## src/rtl/seg_xlate_pkg.sv

```systemverilog
package seg_xlate_pkg;

   localparam int PERM_W = 3;
   typedef logic [PERM_W-1:0] perm_t;
   localparam perm_t PERM_ALL = '1;

   typedef enum logic [1:0] {
      PATH_PASS = 2'd0,
      PATH_SEG  = 2'd1,
      PATH_PAGE = 2'd2
   } path_e;

   typedef enum logic [1:0] {
      ST_IDLE  = 2'd0,
      ST_ISSUE = 2'd1,
      ST_WAIT  = 2'd2
   } seq_state_e;

endpackage

```

## src/rtl/seg_base_select.sv

```systemverilog
module seg_base_select #(
   parameter int SEG_W    = 4,
   parameter int BASE_MUX = 0,
   parameter int KB_W     = ((1 << SEG_W) / 2) * SEG_W
) (
   input  logic [SEG_W-1:0] seg,
   input  logic [KB_W-1:0]  kbase_lo,
   input  logic [KB_W-1:0]  kbase_hi,
   output logic [SEG_W-1:0] base
);
   localparam int NSEG = 1 << SEG_W;
   localparam int HALF = NSEG / 2;

   logic [SEG_W-1:0] nib [NSEG];

   // unpack both registers into one table: low register fills the first half
   for (genvar g = 0; g < HALF; g++) begin : g_unpack
      assign nib[g]        = kbase_lo[g*SEG_W +: SEG_W];
      assign nib[g + HALF] = kbase_hi[g*SEG_W +: SEG_W];
   end

   if (BASE_MUX == 0) begin : g_index
      assign base = nib[seg];
   end else begin : g_andor
      always_comb begin
         base = '0;
         for (int i = 0; i < NSEG; i++) begin
            if (seg == SEG_W'(i)) begin
               base = base | nib[i];
            end
         end
      end
   end

endmodule

```

## src/rtl/seg_path_decode.sv

```systemverilog
module seg_path_decode
   import seg_xlate_pkg::*;
#(
   parameter int              ADDR_W   = 32,
   parameter int              SEG_W    = 4,
   parameter int              CFG_W    = 32,
   parameter logic [CFG_W-1:0] EN_MASK = 'hC,
   parameter int              BASE_MUX = 0,
   parameter int              KB_W     = ((1 << SEG_W) / 2) * SEG_W
) (
   input  logic [ADDR_W-1:0] vaddr,
   input  logic              user,
   input  logic [CFG_W-1:0]  gcfg,
   input  logic [CFG_W-1:0]  mcfg,
   input  logic [KB_W-1:0]   kbase_lo,
   input  logic [KB_W-1:0]   kbase_hi,
   output path_e             path,
   output logic [ADDR_W-1:0] direct_paddr
);
   localparam int NSEG  = 1 << SEG_W;
   localparam int OFF_W = ADDR_W - SEG_W;

   logic [SEG_W-1:0] seg;
   logic [NSEG-1:0]  seg_mask;
   logic [SEG_W-1:0] base;
   logic             xlate_on;
   logic             seg_mapped;

   assign seg      = vaddr[ADDR_W-1 -: SEG_W];
   assign seg_mask = mcfg[NSEG-1:0];

   if (CFG_W > NSEG) begin : g_spare
      logic unused_mcfg_hi;
      assign unused_mcfg_hi = ^mcfg[CFG_W-1:NSEG];
   end

   assign xlate_on   = |(gcfg & EN_MASK);
   assign seg_mapped = seg_mask[seg] & ~user;

   seg_base_select #(
      .SEG_W   (SEG_W),
      .BASE_MUX(BASE_MUX),
      .KB_W    (KB_W)
   ) i_base (
      .seg     (seg),
      .kbase_lo(kbase_lo),
      .kbase_hi(kbase_hi),
      .base    (base)
   );

   always_comb begin
      if (!xlate_on) begin
         path         = PATH_PASS;
         direct_paddr = vaddr;
      end else if (seg_mapped) begin
         path         = PATH_SEG;
         direct_paddr = {base, vaddr[OFF_W-1:0]};
      end else begin
         path         = PATH_PAGE;
         direct_paddr = vaddr;
      end
   end

endmodule

```

## src/rtl/seg_tlb_sequencer.sv

```systemverilog
module seg_tlb_sequencer
   import seg_xlate_pkg::*;
#(
   parameter int ADDR_W = 32
) (
   input  logic              clk,
   input  logic              rst_n,
   input  logic              req_valid,
   output logic              req_ready,
   input  logic [ADDR_W-1:0] req_vaddr,
   input  logic              req_user,
   input  path_e             path,
   input  logic [ADDR_W-1:0] direct_paddr,
   output logic              tlb_req_valid,
   input  logic              tlb_req_ready,
   output logic [ADDR_W-1:0] tlb_req_vaddr,
   output logic              tlb_req_user,
   input  logic              tlb_rsp_valid,
   input  logic [ADDR_W-1:0] tlb_rsp_paddr,
   input  perm_t             tlb_rsp_perm,
   input  logic              tlb_rsp_miss,
   output logic              done,
   output logic [ADDR_W-1:0] paddr,
   output perm_t             perm,
   output logic              miss
);
   seq_state_e        state_q;
   logic [ADDR_W-1:0] vaddr_q;
   logic              user_q;
   logic              done_q;
   logic [ADDR_W-1:0] paddr_q;
   perm_t             perm_q;
   logic              miss_q;
   path_e             done_path_q;
   logic              req_fire;

   assign req_ready = (state_q == ST_IDLE);
   assign req_fire  = req_valid & req_ready;

   always_ff @(posedge clk or negedge rst_n) begin
      if (!rst_n) begin
         state_q     <= ST_IDLE;
         vaddr_q     <= '0;
         user_q      <= 1'b0;
         done_q      <= 1'b0;
         paddr_q     <= '0;
         perm_q      <= '0;
         miss_q      <= 1'b0;
         done_path_q <= PATH_PASS;
      end else begin
         done_q <= 1'b0;
         case (state_q)
            ST_IDLE: begin
               if (req_fire) begin
                  if (path == PATH_PAGE) begin
                     vaddr_q <= req_vaddr;
                     user_q  <= req_user;
                     state_q <= ST_ISSUE;
                  end else begin
                     done_q      <= 1'b1;
                     paddr_q     <= direct_paddr;
                     perm_q      <= PERM_ALL;
                     miss_q      <= 1'b0;
                     done_path_q <= path;
                  end
               end
            end
            ST_ISSUE: begin
               if (tlb_req_ready) begin
                  state_q <= ST_WAIT;
               end
            end
            ST_WAIT: begin
               if (tlb_rsp_valid) begin
                  done_q      <= 1'b1;
                  paddr_q     <= tlb_rsp_paddr;
                  perm_q      <= tlb_rsp_perm;
                  miss_q      <= tlb_rsp_miss;
                  done_path_q <= PATH_PAGE;
                  state_q     <= ST_IDLE;
               end
            end
            default: state_q <= ST_IDLE;
         endcase
      end
   end

   assign tlb_req_valid = (state_q == ST_ISSUE);
   assign tlb_req_vaddr = vaddr_q;
   assign tlb_req_user  = user_q;
   assign done          = done_q;
   assign paddr         = paddr_q;
   assign perm          = perm_q;
   assign miss          = miss_q;

   p_direct_latency_r7: assert property (@(posedge clk) disable iff (!rst_n)
      req_fire && (path != PATH_PAGE) |=> done && !miss && (perm == PERM_ALL));

   p_seg_full_r5: assert property (@(posedge clk) disable iff (!rst_n)
      done && (done_path_q == PATH_SEG) |-> !miss && (perm == PERM_ALL));

   p_tlb_hold_r8: assert property (@(posedge clk) disable iff (!rst_n)
      tlb_req_valid && !tlb_req_ready |=> tlb_req_valid && $stable(tlb_req_vaddr));

   p_busy_r9: assert property (@(posedge clk) disable iff (!rst_n)
      tlb_req_valid |-> !req_ready && !done);

   p_rsp_return_r6: assert property (@(posedge clk) disable iff (!rst_n)
      (state_q == ST_WAIT) && tlb_rsp_valid |=>
         done && (paddr == $past(tlb_rsp_paddr)) && (miss == $past(tlb_rsp_miss))
         && (perm == $past(tlb_rsp_perm)));

endmodule

```

## src/rtl/seg_xlate_front.sv

```systemverilog
module seg_xlate_front
   import seg_xlate_pkg::*;
#(
   parameter int               ADDR_W   = 32,
   parameter int               SEG_W    = 4,
   parameter int               CFG_W    = 32,
   parameter logic [CFG_W-1:0] EN_MASK  = 'hC,
   parameter int               BASE_MUX = 0,
   parameter int               KB_W     = ((1 << SEG_W) / 2) * SEG_W
) (
   input  logic              clk,
   input  logic              rst_n,
   input  logic              req_valid,
   output logic              req_ready,
   input  logic [ADDR_W-1:0] req_vaddr,
   input  logic              req_user,
   input  logic [CFG_W-1:0]  cfg_global,
   input  logic [CFG_W-1:0]  cfg_mmu,
   input  logic [KB_W-1:0]   kbase_lo,
   input  logic [KB_W-1:0]   kbase_hi,
   output logic              tlb_req_valid,
   input  logic              tlb_req_ready,
   output logic [ADDR_W-1:0] tlb_req_vaddr,
   output logic              tlb_req_user,
   input  logic              tlb_rsp_valid,
   input  logic [ADDR_W-1:0] tlb_rsp_paddr,
   input  logic [2:0]        tlb_rsp_perm,
   input  logic              tlb_rsp_miss,
   output logic              done,
   output logic [ADDR_W-1:0] paddr,
   output logic [2:0]        perm,
   output logic              miss
);
   localparam int NSEG = 1 << SEG_W;

   if (SEG_W < 2) begin : g_chk_seg
      $error("seg_xlate_front: SEG_W must be at least 2");
   end
   if (ADDR_W <= SEG_W) begin : g_chk_addr
      $error("seg_xlate_front: ADDR_W must exceed SEG_W");
   end
   if (CFG_W < NSEG) begin : g_chk_cfg
      $error("seg_xlate_front: CFG_W too narrow for the segment mask");
   end
   if (KB_W != (NSEG / 2) * SEG_W) begin : g_chk_kb
      $error("seg_xlate_front: KB_W must hold half the segment bases");
   end
   if (PERM_W != 3) begin : g_chk_perm
      $error("seg_xlate_front: permission vector must be 3 bits");
   end

   path_e             path;
   logic [ADDR_W-1:0] direct_paddr;
   perm_t             perm_int;

   seg_path_decode #(
      .ADDR_W  (ADDR_W),
      .SEG_W   (SEG_W),
      .CFG_W   (CFG_W),
      .EN_MASK (EN_MASK),
      .BASE_MUX(BASE_MUX),
      .KB_W    (KB_W)
   ) i_decode (
      .vaddr       (req_vaddr),
      .user        (req_user),
      .gcfg        (cfg_global),
      .mcfg        (cfg_mmu),
      .kbase_lo    (kbase_lo),
      .kbase_hi    (kbase_hi),
      .path        (path),
      .direct_paddr(direct_paddr)
   );

   seg_tlb_sequencer #(
      .ADDR_W(ADDR_W)
   ) i_seq (
      .clk          (clk),
      .rst_n        (rst_n),
      .req_valid    (req_valid),
      .req_ready    (req_ready),
      .req_vaddr    (req_vaddr),
      .req_user     (req_user),
      .path         (path),
      .direct_paddr (direct_paddr),
      .tlb_req_valid(tlb_req_valid),
      .tlb_req_ready(tlb_req_ready),
      .tlb_req_vaddr(tlb_req_vaddr),
      .tlb_req_user (tlb_req_user),
      .tlb_rsp_valid(tlb_rsp_valid),
      .tlb_rsp_paddr(tlb_rsp_paddr),
      .tlb_rsp_perm (perm_t'(tlb_rsp_perm)),
      .tlb_rsp_miss (tlb_rsp_miss),
      .done         (done),
      .paddr        (paddr),
      .perm         (perm_int),
      .miss         (miss)
   );

   assign perm = perm_int;

   p_reset_idle_r1: assert property (@(posedge clk) disable iff (!rst_n)
      $rose(rst_n) |-> req_ready && !done && !tlb_req_valid);

endmodule

```

## config.mk

```make
export PLATFORM = sky130hd
export DESIGN_NAME = seg_xlate_front
export DESIGN_NICKNAME = d
export VERILOG_FILES = /design/src/rtl/seg_xlate_pkg.sv /design/src/rtl/seg_base_select.sv /design/src/rtl/seg_path_decode.sv /design/src/rtl/seg_tlb_sequencer.sv /design/src/rtl/seg_xlate_front.sv
export SDC_FILE = /design/constraint.sdc
export NUM_CORES = 1
export LEC_CHECK = 0
export CAP_MARGIN = 20
export CORE_MARGIN = 2
export CORE_UTILIZATION = 36
export CTS_CLUSTER_DIAMETER = 150
export CTS_CLUSTER_SIZE = 40
export DETAILED_ROUTE_END_ITERATION = 12
export PLACE_DENSITY_LB_ADDON = 0.15
export SLEW_MARGIN = 10
export SYNTH_ARGS = -nofsm -noshare
export SYNTH_HDL_FRONTEND = slang
export SYNTH_HIERARCHICAL = 1
export SYNTH_SLANG_ARGS = --single-unit
export TNS_END_PERCENT = 100
```

## constraint.sdc

```tcl
create_clock -name clk -period 1.7 [get_ports clk]
set_clock_uncertainty 0.1 [all_clocks]
set_input_delay 0.425 -clock clk [delete_from_list [all_inputs] [get_ports clk]]
set_output_delay 0.425 -clock clk [all_outputs]
set_load 0.02 [all_outputs]
```

## Yosys cells after proc, flatten, opt, wreduce, memory -nomap -nowiden

Cells that the tools add are included.

| cells by class | value |
|---|---|
| magnitude comparators | 2 |
| eq/ne operators | 8 |
| multiplexer cells | 30 |
| bitwise logic cells | 4 |
| reduce and logical (&&, ||, !) cells | 6 |

Operators by type and width:

| kind | number |
|---|---|
| two-way mux 32 bit | 5 |
| one-hot mux 32 bit (2 select lines) | 1 |
| binary-select mux 4 bit (select 4 bit) | 1 |
| two-way mux 2 bit | 6 |
| two-way mux 3 bit | 3 |
| two-way mux 4 bit | 2 |
| inequality test 2 bit, second input constant | 4 |
| AND reduction 4 bit | 2 |
| two-way mux 1 bit | 7 |
| one-hot mux 2 bit (3 select lines) | 1 |
| one-hot mux 3 bit (2 select lines) | 1 |
| greater-or-equal comparator 5 bit, second input constant | 1 |
| < comparator 4 x 5 -> 1 bit, second input constant | 1 |
| NOT 4 -> 5 bit | 1 |
| binary-select mux 1 bit (select 4 bit) | 1 |
| == test 2 bit, second input constant | 2 |
| one-hot mux 1 bit (2 select lines) | 2 |
| AND reduction 3 bit | 1 |
| AND 1 bit | 2 |
| == test 2 x 1 -> 1 bit, second input constant | 1 |
| zero test 2 bit | 1 |
| inequality test 2 x 1 -> 1 bit, second input constant | 1 |
| nonzero test 2 bit | 1 |
| OR reduction 2 bit | 1 |
| NOT 1 bit | 1 |

| storage, ports and cells | value |
|---|---|
| register bits | 72 |
| bits of input ports | 202 |
| output and inout port bits | 72 |
| word-level logic and storage cells | 57 |

## Longest topological paths before layout

| logic depth | value |
|---|---|
| word-level depth | 9 |
| gate-level depth with buffers | 12 |
| mapped depth without buffers | 10 |

## Cells and area by module

Netlist, hierarchy kept.

By module, submodules not included:

| module | times used | cells an instance | area each (µm²) |
|---|---|---|---|
| seg_tlb_sequencer | 1 | 237 | 3034.2 |
| seg_base_select | 1 | 39 | 554.3 |
| seg_path_decode | 1 | 56 | 473.0 |

## Worst setup path before layout

Ideal clock, no wire load.

| timing | value |
|---|---|
| path type | in2reg |
| from | input port req_vaddr[28] |
| to | register i_seq.miss_q, in the netlist i_seq/miss |
| arrival | 2.448 ns |
| required time | 1.479 ns |
| path slack | -0.969 ns |
| cell stages on the path | 10 |
| cells stage by stage | buf_6 -> mux2i_1 -> a221oi_2 -> nand3_2 -> a211oi_4 -> nor2b_1 -> o31a_1 -> or2_1 -> buf_2 -> a22o_1 |

| on the way | value |
|---|---|
| cells in the longest elaborated chain, start to end | 8 |

RTL lines:

| item | RTL line | text |
|---|---|---|
| start: declaration | seg_xlate_front.sv:15 | `input logic [ADDR_W-1:0] req_vaddr,` |
| binary-select mux 1 bit (select 4 bit) | seg_path_decode.sv:38 | `assign seg_mapped = seg_mask[seg] & ~user;` |
| two-way mux 1 bit (not written as such) | seg_path_decode.sv:38 |  |
| AND 1 bit | seg_path_decode.sv:38 |  |
| two-way mux 2 bit | seg_path_decode.sv:55 | `end else if (seg_mapped) begin` |
| two-way mux 2 bit | seg_path_decode.sv:52 | `if (!xlate_on) begin` |
| named net path[0] | seg_xlate_front.sv:52 | `path_e path;` |
| == test 2 bit | seg_tlb_sequencer.sv:55 | `if (path == PATH_PAGE) begin` |
| inequality test 2 bit (no line) | -- |  |
| AND reduction 4 bit (no line) | -- |  |
| end signal: assignment | seg_tlb_sequencer.sv:78 | `miss_q <= tlb_rsp_miss;` |
| end: declaration | seg_tlb_sequencer.sv:33 | `logic miss_q;` |

The timed path passes the listed nets, and every way through them passes these cells. The select of a mux whose other input is x is not followed.
A chain may end at the register's enable or synchronous reset.

## Worst setup path in the final report

| timing | value |
|---|---|
| from | input port cfg_mmu[13] |
| to | register i_seq.paddr_q[12], in the netlist i_seq/paddr[12] |

| on the way | value |
|---|---|
| cells in the longest elaborated chain, start to end | 8 |

RTL lines:

| item | RTL line | text |
|---|---|---|
| start: declaration | seg_xlate_front.sv:18 | `input logic [CFG_W-1:0] cfg_mmu,` |
| binary-select mux 1 bit (select 4 bit) | seg_path_decode.sv:38 |  |
| two-way mux 1 bit (not written as such) | seg_path_decode.sv:38 |  |
| AND 1 bit | seg_path_decode.sv:38 |  |
| two-way mux 2 bit | seg_path_decode.sv:55 |  |
| two-way mux 2 bit | seg_path_decode.sv:52 |  |
| named net path[0] | seg_xlate_front.sv:52 |  |
| == test 2 bit | seg_tlb_sequencer.sv:55 |  |
| inequality test 2 bit (no line) | -- |  |
| AND reduction 4 bit (no line) | -- |  |
| end signal: assignment | seg_tlb_sequencer.sv:61 | `paddr_q <= direct_paddr;` |
| end signal: assignment | seg_tlb_sequencer.sv:76 | `paddr_q <= tlb_rsp_paddr;` |
| end: declaration | seg_tlb_sequencer.sv:31 | `logic [ADDR_W-1:0] paddr_q;` |

The timed path passes the listed nets, and every way through them passes these cells. The select of a mux whose other input is x is not followed.

==> key figures <==
Status
  – Status: finished with violations
  – Violated checks: negative setup slack

Die
  – Core area: 10,940 um^2
  – Die Footprint: 12,150 um^2
  – Die width: 110.2 um
  – Initial cell density of the core: 37.14%
  – I/O pin count: 274
  – Site Rows: 38
  – Die height: 110.2 um

Cells and area
  – Fin cells: 708
  – Nets@finish: 765
  – Layout cell share with drive strength beyond 1: 26.58%
  – Diode count: 0
  – Layout overhead on the synthesized area: 76.53%

Power and ir drop
  – Total power: 9.874 mW
  – Lkg Pwr: 3.238 nW
  – Worst-case vdd ir drop: 0.7447 mV
  – Comb pwr share: 52.8%
  – Switching Fraction: 37.92%
  – Sequential share of power: 30.1%
  – Pwr dens: 1377 nW/um^2
  – Sw Pwr: 3.744 mW
  – Clk pwr share: 17.1%
  – Internal power: 6.130 mW

STA
  – # setup viols final: 71
  – Fin. max-slew vios: 0
  – Fmax: 415.6 MHz
  – RSZ-0062 raised after global routing: yes
  – Final worst path period share: 141.5%
  – Slew headroom: 72.77%
  – Minimum clock period: 2.406 ns
  – Final Hold Viols: 0
  – Worst setup margin: -0.7062 ns
  – Slew @ Worst Pin: 0.4085 ns

Placement
  – Dpl hpwl: 9.494 mm
  – PortBufs: 227
  – Placed insts: 674
  – GPL Wtd Cong: 0.8426

Synth
  – Flops & latches, synth: 72
  – Post-synth EDFFs: 0
  – Async set-reset flop share out of synthesis: 100.0%
  – Most numerous cell in the Yosys netlist: dfrtp_1
  – Synthesized Nets: 534
  – Post-synthesis sequential area ratio: 44.36%
  – Ys flop type: dfrtp_1
  – Synth area leaders: dfrtp_1 44%, mux2i_1 9.9%, mux2_2 9.1%
  – Cell accounting for the most synthesized area: dfrtp_1
  – Mapped Cells: 332
  – Synth cell count leaders: 72 x dfrtp_1, 40 x mux2i_1, 35 x o21ai_0
  – Synth warn: 6
  – Synth cell types: 31
  – Post-Syn Area: 4061 um^2
  – Top cell type's share of synthesized area: 44.36%
  – Mean Syn Cell Area: 12.23 um^2

Drt
  – Via density: 5.099
  – Final wirelength: 13.30 mm
  – TritonRoute pass-1 iters: 4
  – Remaining antenna violation count: 0
  – Wire per inst: 18.78 um
  – Starting DRT DRC Count: 117
  – Via count: 3,610
  – DRC: 0

Critical path
  – Critical path class: primary input to flip-flop
  – Critical-path top delay cell: clkdlybuf4s50_1
  – Crit path buffers/inverters: 3
  – Crit-path cells: clkdlybuf4s50_1 > mux2i_1 > nand2_1 > nand4_1 > a211oi_4 > nor2b_4 > o31a_1 > or2_4 > buf_12 > buf_4 > o21ai_2
  – Setup crit end kind: flip-flop
  – Worst EP required: 1.85 ns
  – Largest stage delay on the critical path: 0.45 ns
  – CP max FO: 5
  – CP delay by family, top: buffers and inverters
  – WP data arrival: 2.55 ns
  – Startpoint Class: primary input

Clock network
  – CTS tree: built
  – CTS H-tree depth: 3
  – CTS Buf Count: 9
  – Max clock buf depth: 2
  – Reg clk slew, reported paths: 0.05 ns
  – Clk sinks: 72
  – Clock Latency Late Sink: 0.32 ns
  – Clock Root Buffer: clkbuf_16

Hold path
  – Worst hold path class: primary input to flip-flop

GRT
  – Total GRT Usage: 22.18%
  – Total global routing overflow: 0
  – Initial antenna violation count: 0
  – First-pass GRT wire length: 20.27 mm
  – Number of global-route vias before repair: 3,983
  – Largest net degree at the start of global routing: 47

Run
  – Max-cap violations: 0
[cells in the final DEF (no fill, tap or decap), types with 4 or more instances in the layout]
cell	count
mux2_4	37
buf_12	7
buf_6	9
o21ai_2	32
nor2_1	7
buf_16	5
o21ai_0	10
a22oi_1	4
nand3_1	10
nand2_1	7
mux4_1	14
dfrtp_1	71
clkinv_2	4
buf_4	23
mux2i_1	38
dlygate4sd2_1	81
clkdlybuf4s50_1	139
clkbuf_16	9
o21ai_1	22
[per-stage QoR]
step | area [um^2] | setup TNS (ns) | utilization, % | setup slack (ns) | hold WS, ns
floorplan | 4227 | -56.90 | - | -0.9235 | 0.02941
global placement | 6499 | -91.52 | 59.43 | -1.381 | 0.3150
detailed placement | 6499 | -94.07 | 59.43 | -1.433 | 0.3237
CTS | 7144 | -44.28 | 65.33 | -0.6851 | 0.3530
global route | 7169 | -50.85 | 65.56 | -0.7842 | 0.3759
finish | 7169 | -43.34 | 65.56 | -0.7062 | 0.3730
[final cells by class]
type	instances	area [um^2]
clock inverters	4	20.02
multi-input cells	206	2191
flip-flops and latches	72	1803
well taps	140	175.2
fillers	885	3766
repair buffers	271	2720
clock buffers	12	246.5
inverters	3	13.76
[timing repair]
action / CTS / global route
hold buffers: 1 / 0
setup endpoints to repair: 143 / 72
buffers inserted: 12 / 0
hold endpoints to repair: 46 / 0
pin swaps: 13 / 4
resized for setup: 168 / 36
cloned: 7 / 0
[flip-flops by register name, indices dropped and copies added, names as in the netlist]
name / cells
i_seq/done: 1
i_seq/miss: 1
i_seq/paddr: 32
i_seq/perm: 3
i_seq/state_q: 2
i_seq/tlb_req_user: 1
i_seq/tlb_req_vaddr: 32
[final timing paths]
path | end | startpoint | depth (start not counted) | slack [ns]
worst max-delay path | i_seq/paddr[12]$_DFFE_PN0P_ | cfg_mmu[13] | 11 | -0.71
worst min-delay path | i_seq/tlb_req_vaddr[28]$_DFFE_PN0P_ | req_vaddr[28] | 3 | 0.37
worst max register to register | i_seq/paddr[12]$_DFFE_PN0P_ | i_seq/state_q[1]$_DFFE_PN0P_ | 6 | -0.05
worst min register to register | i_seq/paddr[27]$_DFFE_PN0P_ | i_seq/paddr[27]$_DFFE_PN0P_ | 2 | 0.39
max in group asynchronous | i_seq/perm[1]$_DFFE_PN0P_ | rst_n | 3 | 0.67
min in group asynchronous | i_seq/tlb_req_vaddr[16]$_DFFE_PN0P_ | rst_n | 3 | 0.51
[worst min-delay path, cell delays in order]
cell,delay (ns)
buf_6,0.08
buf_4,0.13
mux2_4,0.14
[cells by family after synthesis]
kind of cell | Yosys count | share of synthesized area (%)
flip-flops | 72 | 44.36
buffers and inverters | 54 | 9.273
AND/OR/NAND/NOR | 34 | 4.406
AO/OA/AOI/OAI | 79 | 11.31
multiplexers | 93 | 30.65
[layer usage]
| layer | share of wire (%) | global-route usage [%] | up-vias |
|---|---|---|---|
| li1 | - | - | 1679 |
| met1 | 37 | 24.90 | 1762 |
| met2 | 53 | 41.24 | 157 |
| met3 | 8.4 | 6.290 | 12 |
| met4 | 1.2 | 5.446 | 0 |
| met5 | 0 | 0 | - |
[power by group through the flow]
stage	clock network (mW)	registers, mW	logic, mW
after floorplan	0	3.94	1.70
after global placement	0	2.95	5.10
after detailed placement	0	2.98	5.16
after CTS	1.73	2.95	5.15
after global routing	1.81	3.08	5.54
final	1.69	2.97	5.22
No activity file was read; power rests on OpenSTA's default activity.
